--- config.mk ---
export PLATFORM = sky130hd
export DESIGN_NAME = audio_ser_master
export DESIGN_NICKNAME = d
export VERILOG_FILES = /design/src/rtl/audio_ser_master.sv
export SDC_FILE = /design/constraint.sdc
export NUM_CORES = 1
export LEC_CHECK = 0
export CORE_ASPECT_RATIO = 1.1
export CORE_MARGIN = 2
export CORE_UTILIZATION = 40
export DETAILED_ROUTE_END_ITERATION = 7
export DONT_BUFFER_PORTS = 1
export HOLD_SLACK_MARGIN = 0.03
export PLACE_DENSITY = 0.62
export SYNTH_ARGS = -nofsm -noshare
export SYNTH_HDL_FRONTEND = slang
export SYNTH_SLANG_ARGS = --single-unit
--- constraint.sdc ---
create_clock -name clk -period 4.4 [get_ports clk]
set_input_delay 0.44 -clock clk [delete_from_list [all_inputs] [get_ports clk]]
set_output_delay 0.44 -clock clk [all_outputs]
set_load 0.01 [all_outputs]
--- src/rtl/audio_ser_master.sv ---
module audio_ser_master #(
  parameter int DIV_W = 8,
  parameter int FSL_W = 7
) (
  input  logic             clk,
  input  logic             rst_n,
  input  logic [2:0]       cfg_mode,
  input  logic             cfg_w24,
  input  logic [1:0]       cfg_slots,
  input  logic             cfg_lj_inv,
  input  logic [FSL_W-1:0] cfg_fs_len,
  input  logic [DIV_W-1:0] cfg_div,
  input  logic             in_valid,
  input  logic [23:0]      in_data,
  output logic             in_ready,
  output logic             bclk,
  output logic             fsync,
  output logic             sdata,
  output logic             underrun,
  output logic             mode_err
);
  localparam logic [2:0] M_I2S = 3'd0, M_LJ = 3'd1, M_PS = 3'd2;

  logic [DIV_W-1:0] div_cnt, div_act;
  logic [2:0]       act_mode;
  logic             act_w24, act_inv, first, raw_prev, fs_n;
  logic [1:0]       act_slm1, slot_i;
  logic [FSL_W-1:0] act_fsl;
  logic [4:0]       bit_i;
  logic [23:0]      shreg;

  wire       tick      = div_cnt == div_act;
  wire       fall      = tick & bclk;
  wire [4:0] wl_m1     = act_w24 ? 5'd23 : 5'd15;
  wire [1:0] sl_m1     = (act_mode == M_I2S || act_mode == M_LJ) ? 2'd1 : act_slm1;
  wire       last_bit  = bit_i == wl_m1;
  wire       frm_start = first | (last_bit & (slot_i == sl_m1));
  wire       take      = frm_start & ~cfg_mode[2];

  wire [2:0]       eff_mode = take ? cfg_mode   : act_mode;
  wire             eff_w24  = take ? cfg_w24    : act_w24;
  wire             eff_inv  = take ? cfg_lj_inv : act_inv;
  wire [FSL_W-1:0] eff_fsl  = take ? cfg_fs_len : act_fsl;

  wire [4:0] nbit  = (frm_start | last_bit) ? 5'd0 : bit_i + 5'd1;
  wire [1:0] nslot = frm_start ? 2'd0 : (last_bit ? slot_i + 2'd1 : slot_i);
  wire [6:0] fbit  = 7'(nslot) * (eff_w24 ? 7'd24 : 7'd16) + 7'(nbit);

  assign in_ready = fall & (nbit == 5'd0);

  wire [23:0] word = !in_valid ? 24'd0 : (eff_w24 ? in_data : {in_data[15:0], 8'h00});
  wire [23:0] nsh  = in_ready ? word : {shreg[22:0], 1'b0};
  wire        raw  = nsh[23];

  always_comb begin
    case (eff_mode)
      M_I2S:   fs_n = nslot[0];
      M_LJ:    fs_n = nslot[0] ^ eff_inv;
      M_PS:    fs_n = fbit == 7'd0;
      default: fs_n = int'(fbit) <= int'(eff_fsl);
    endcase
  end

  always_ff @(posedge clk) begin
    if (!rst_n) begin
      div_cnt  <= '0;
      div_act  <= '0;
      act_mode <= M_I2S;
      act_w24  <= 1'b0;
      act_slm1 <= 2'd1;
      act_inv  <= 1'b0;
      act_fsl  <= '0;
      first    <= 1'b1;
      bit_i    <= '0;
      slot_i   <= '0;
      shreg    <= '0;
      raw_prev <= 1'b0;
      bclk     <= 1'b0;
      fsync    <= 1'b0;
      sdata    <= 1'b0;
      underrun <= 1'b0;
      mode_err <= 1'b0;
    end else begin
      div_cnt <= tick ? '0 : div_cnt + 1'b1;
      if (tick) bclk <= ~bclk;
      if (fall) begin
        if (frm_start) begin
          first <= 1'b0;
          if (cfg_mode[2]) mode_err <= 1'b1;
          else begin
            act_mode <= cfg_mode;
            act_w24  <= cfg_w24;
            act_slm1 <= cfg_slots;
            act_inv  <= cfg_lj_inv;
            act_fsl  <= cfg_fs_len;
            div_act  <= cfg_div;
          end
        end
        bit_i    <= nbit;
        slot_i   <= nslot;
        shreg    <= nsh;
        raw_prev <= raw;
        sdata    <= (eff_mode == M_I2S) ? raw_prev : raw;
        fsync    <= fs_n;
        if (in_ready && !in_valid) underrun <= 1'b1;
      end
    end
  end
endmodule


== Word level (Yosys, flattened, before mapping) ==
Cells that the tools add are included.

* Input bits: 49
* Flip-flop bits (word level): 66
* Logic and storage cells: 66
* Output and inout bits: 6

* $lt $le $gt $ge: 1
* Multipliers: 1
* Bitwise operators: 10
* Equality and inequality tests: 6
* Reductions and logical operators: 12
* Add/sub/neg operators: 4
* Muxes and demuxes: 15

{| class="wikitable"
|+ Operators with widths
! operator !! number
|-
| $mux W24 || 3
|-
| $mux W5 || 2
|-
| $add A8 B1 Y8 const B || 1
|-
| $eq A8 B8 Y1 || 1
|-
| $add A7 B5 Y7 || 1
|-
| $le A7 B7 Y1 || 1
|-
| $logic_not A7 Y1 || 1
|-
| $mul A2 B5 Y7 || 1
|-
| $mux W7 || 1
|-
| $logic_not A3 Y1 || 2
|-
| $mux W2 || 3
|-
| $reduce_and A3 Y1 || 2
|-
| $add A5 B1 Y5 const B || 1
|-
| $eq A5 B5 Y1 || 1
|-
| $logic_not A5 Y1 || 1
|-
| $and A1 B1 Y1 || 4
|-
| $mux W4 || 1
|-
| $reduce_and A2 Y1 || 2
|-
| $eq A3 B1 Y1 const B || 1
|-
| $eq A3 B2 Y1 const B || 1
|-
| $mux W1 || 3
|-
| $mux W3 || 1
|-
| $not A1 Y1 || 3
|-
| $pmux W1 S3 || 1
|-
| other kinds (9) || 10
|}

== Depth between registers and ports, before layout ==
* Depth after elaboration: 13
* Gate-level depth with buffers: 21
* Depth with buffers taken out: 20

== Least setup slack after synthesis ==
No wires, ideal clock.

* Path type: flip-flop to flip-flop
* From: register slot_i[0]
* To: register fsync
* Setup time: 0.106 ns
* Data required time: 4.294 ns
* Data arrival time: 4.254 ns
* Buffers on the path: 2
* Cell stages (with the launch flop): 21
* Period minus slack after synthesis: 4.360 ns
* Slack: 0.040 ns
* Cell sequence: dfxtp_1 > or4b_1 > o22ai_2 > o311ai_4 > mux2i_1 > buf_6 > buf_6 > or2_2 > fa_1 > inv_1 > ha_1 > inv_1 > fa_1 > inv_1 > ha_1 > nor2b_1 > o21ai_0 > o21ai_0 > o221ai_1 > o21ai_0 > o311ai_0

* Cells in the longest elaborated chain, start to end: 10
* Elaborated cells between the ends (all ways): 23
* Classes of those cells: add/sub (2); mul (1); order compare (1); eq/ne (3); mux (9); bitwise (5); reduce/logical (2)

{| class="wikitable"
|+ Ends and longest elaborated chain
! element !! RTL line !! source
|-
| from (decl) || 27 || <nowiki>logic [1:0] act_slm1, slot_i;</nowiki>
|-
| from (signal assigned) || 100 || <nowiki>slot_i <= nslot;</nowiki>
|-
| $eq A2 B2 Y1 || 37 || <nowiki>wire frm_start = first | (last_bit & (slot_i == sl_m1));</nowiki>
|-
| $and A1 B1 Y1 || 37 ||
|-
| $or A1 B1 Y1 || 37 ||
|-
| $and A1 B1 Y1 || 38 || <nowiki>wire take = frm_start & ~cfg_mode[2];</nowiki>
|-
| $mux W1 || 41 || <nowiki>wire eff_w24 = take ? cfg_w24 : act_w24;</nowiki>
|-
| $mux W4 || 47 || <nowiki>wire [6:0] fbit = 7'(nslot) * (eff_w24 ? 7'd24 : 7'd16) + 7'(nbit);</nowiki>
|-
| $mul A2 B5 Y7 || 47 ||
|-
| $add A7 B5 Y7 || 47 ||
|-
| $le A7 B7 Y1 / $logic_not A7 Y1 (equally long branches) || 60, 59 ||
|-
| $pmux W1 S3 * || 56 || <nowiki>case (eff_mode)</nowiki>
|-
| to (signal assigned) || 104 || <nowiki>fsync <= fs_n;</nowiki>
|-
| to (decl) || 17 || <nowiki>output logic fsync,</nowiki>
|}

Every way passes the cells marked *; elsewhere a longest branch is shown, timed or not.
A chain may end at the register's enable or synchronous reset.

== Worst setup path after layout ==
* From: register slot_i[1]
* To: register fsync

Same word-level chain as after synthesis.

==> reports/qor.yml <==
run_status: "completed"
syn_area_per_cell_um2: 9.09
drv_slew: 0
std_cell_rows: 36
cap_violations: 0
die-width_um: 94.4
initial_core_util_pct: 41.0
cts_max_level: 3
clock_skew_ns: 0.0132
power_density_nw_per_um2: 623
setup.worst_path.end: "fsync"
multi_input_area_um2: 2180
r2r-end: "fsync"
dieHeight_um: 103
gp_congestion: 0.837
peakVddDrop_uv: 279
r2r_slack_ns: 0.19
gr-total-overflow: 0
grt_pass1_wl_mm: 12.8
total_power_mw: 2.48
clockBufferDepth: 2
syn2layout_area_growth_pct: 10.5
holdWs_ns: 0.174
p_leak_nw: 1.74
yosys_most_used_dff: "dfxtp_1"
ant_nets: 0
post-place-cells: 496
timing.fmax_mhz: 238
via_per_inst: 5.40
vias: 2768
wirelength_mm: 8.04
tightest_slew_ns: 0.925
yosysSeqAreaShare_pct: 36.7
num_io_pins: 55
drive_gt1_share_pct: 11.5
first_pass_iters: 4
ys_types: 49
ys_ff_latch: 66
fin_crit_sh_pct: 95.6
drc: 0
tns_ns: 0
first_global_vias: 2627
startpoint: "slot_i[1]"
grt_usage_pct: 16.8
arrival_ns: 4.45
synth-async-reset-ratio_pct: 0
dieArea_um2: 9770
syn-num-nets: 458
io_buffers: 0
synth_edf_count: 0
drtIter0Drc: 88
cts_root_buffer: "clkbuf_8"
cts_tree: "built"
final_common_cell: "dfxtp_1"
path_class: "flop to flop"
antenna_found_initial: 0
num_antenna_cells: 0
pre_cts_slack_ns: 0.129
end_kind: "flop"
grt_max_degree: 63
clk_latency_ns: 0.35
dpl_cell_area_um2: 3730
dp_hpwl_mm: 5.68
synth_cells: 396
yosysWarnings: 0
tritoncts.num_buffers: 9
seqCellArea_um2: 1320
r2r_cells: 18
fin_nets: 456
slew_headroom_pct: 38.3
fin_util_pct: 45.3
min_path_type: "input port to flop"
wl_per_cell_um: 15.7
fin_crit_ns: 4.21
clock_sinks: 66
required_ns: 4.64
stdcell_area_um2: 3980
synth_area_um2: 3600
setup_ws_ns: 0.192
worst-path-max-fanout: 3
fillCellCount: 876
worst_setup_path_start_kind: "flop"
clkSlewWorstSetupHoldPaths_ns: 0.07
hold_viol_final: 0
instances_no_fill: 513
mostFrequentLayoutCells: "dfxtp_1 (66), mux2i_1 (45), a21oi_1 (28)"
final-setup-viol-count: 0
r2r-start: "slot_i[1]"
core_area_um2: 8780
worst min path at each step:
stage / start / slack [ns] / depth (start not counted) / endpoint
final: rst_n / 0.17 / 1 / act_slm1[0]
after global routing: rst_n / 0.16 / 1 / first
after CTS: rst_n / 0.15 / 1 / first
after detailed placement: shreg[0] / 0.46 / 2 / shreg[0]
after global placement: shreg[0] / 0.45 / 2 / shreg[0]
after floorplan: shreg[0] / 0.44 / 2 / shreg[0]
cell families after synthesis:
group	after synthesis	synth area share, %
buffers and inverters	32	3.93
AOI/OAI and AO/OA	98	18.9
adders and majority gates	13	4.94
and+or+nand+nor	119	17.2
muxes	48	13.4
xor gates and xnor gates	20	4.87
DFF	66	36.7
Yosys cell counts, drive strengths merged (2+ instances only):
| master | count | area [um^2] |
|---|---|---|
| dfxtp | 66 | 1320 |
| mux2i | 46 | 460 |
| a21oi | 29 | 149 |
| o21ai | 29 | 145 |
| nor2 | 28 | 105 |
| nor2b | 24 | 150 |
| nand2 | 23 | 86.3 |
| clkbuf | 20 | 77.6 |
| o211a | 16 | 160 |
| xor2 | 14 | 123 |
| ha | 11 | 138 |
| nand3 | 9 | 45.0 |
| a221oi | 7 | 61.3 |
| inv | 7 | 26.3 |
| nor3 | 7 | 46.3 |
| or2 | 6 | 37.5 |
| xnor2 | 6 | 52.6 |
| buf | 5 | 37.5 |
| a21boi | 4 | 30.0 |
| or3 | 4 | 25.0 |
| and2 | 3 | 18.8 |
| nand2b | 3 | 18.8 |
| o21a | 3 | 22.5 |
| a211oi | 2 | 20.0 |
| and3 | 2 | 12.5 |
| fa | 2 | 40.0 |
| mux2 | 2 | 22.5 |
| nand3b | 2 | 15.0 |
| nand4 | 2 | 12.5 |
| nor4 | 2 | 12.5 |
| o311ai | 2 | 35.0 |
layer usage:
metal  global-route usage [%]  vias up  share of wire, %
met3                     6.96        6               7.7
met4                     3.68        0              0.87
met5                        0        -                 0
li1                         -     1403                 -
met2                     26.7       69                46
met1                     21.5     1290                46
where the power goes:
group          internal (mW)  switching, mW
sequential             0.770          0.123
clock                  0.309          0.229
combinational          0.451          0.594
worst max-delay path: stages (launching register included):
cell and delay (ns):
dfxtp_1 0.32, or4b_4 0.55, o22ai_4 0.24, o311ai_4 0.14
mux2i_4 0.21, or2_2 0.29, fa_1 0.43, inv_1 0.07
ha_1 0.14, inv_1 0.04, fa_1 0.47, inv_1 0.05
ha_1 0.29, nor2b_1 0.13, o21ai_0 0.14, o21ai_0 0.10
o221ai_1 0.18, o21ai_1 0.09, o311ai_1 0.23
flip-flops by register name, indices dropped and copies added, names as in the netlist, 2 cells and up:
register / cells
div_cnt: 8
act_slm1: 2
shreg: 23
act_mode: 2
slot_i: 2
bit_i: 5
act_fsl: 7
div_act: 8
timing repair:
item | in CTS | in global routing
hold buffers | 0 | 0
setup endpoints to repair | 0 | 1
setup buffers | 0 | 1
resized for setup | 0 | 7
layout make-up:
class                           instances  share of cell area [%]
Clock buffer                           13                    4.25
Clock inverter                          3                    1.16
Inverter                                7                   0.661
Multi-Input combinational cell        298                    54.8
Sequential cell                        66                    33.2
Tap cell                              114                    3.59
Timing Repair Buffer                   12                    2.27
Power figures use the tool's default switching activity.
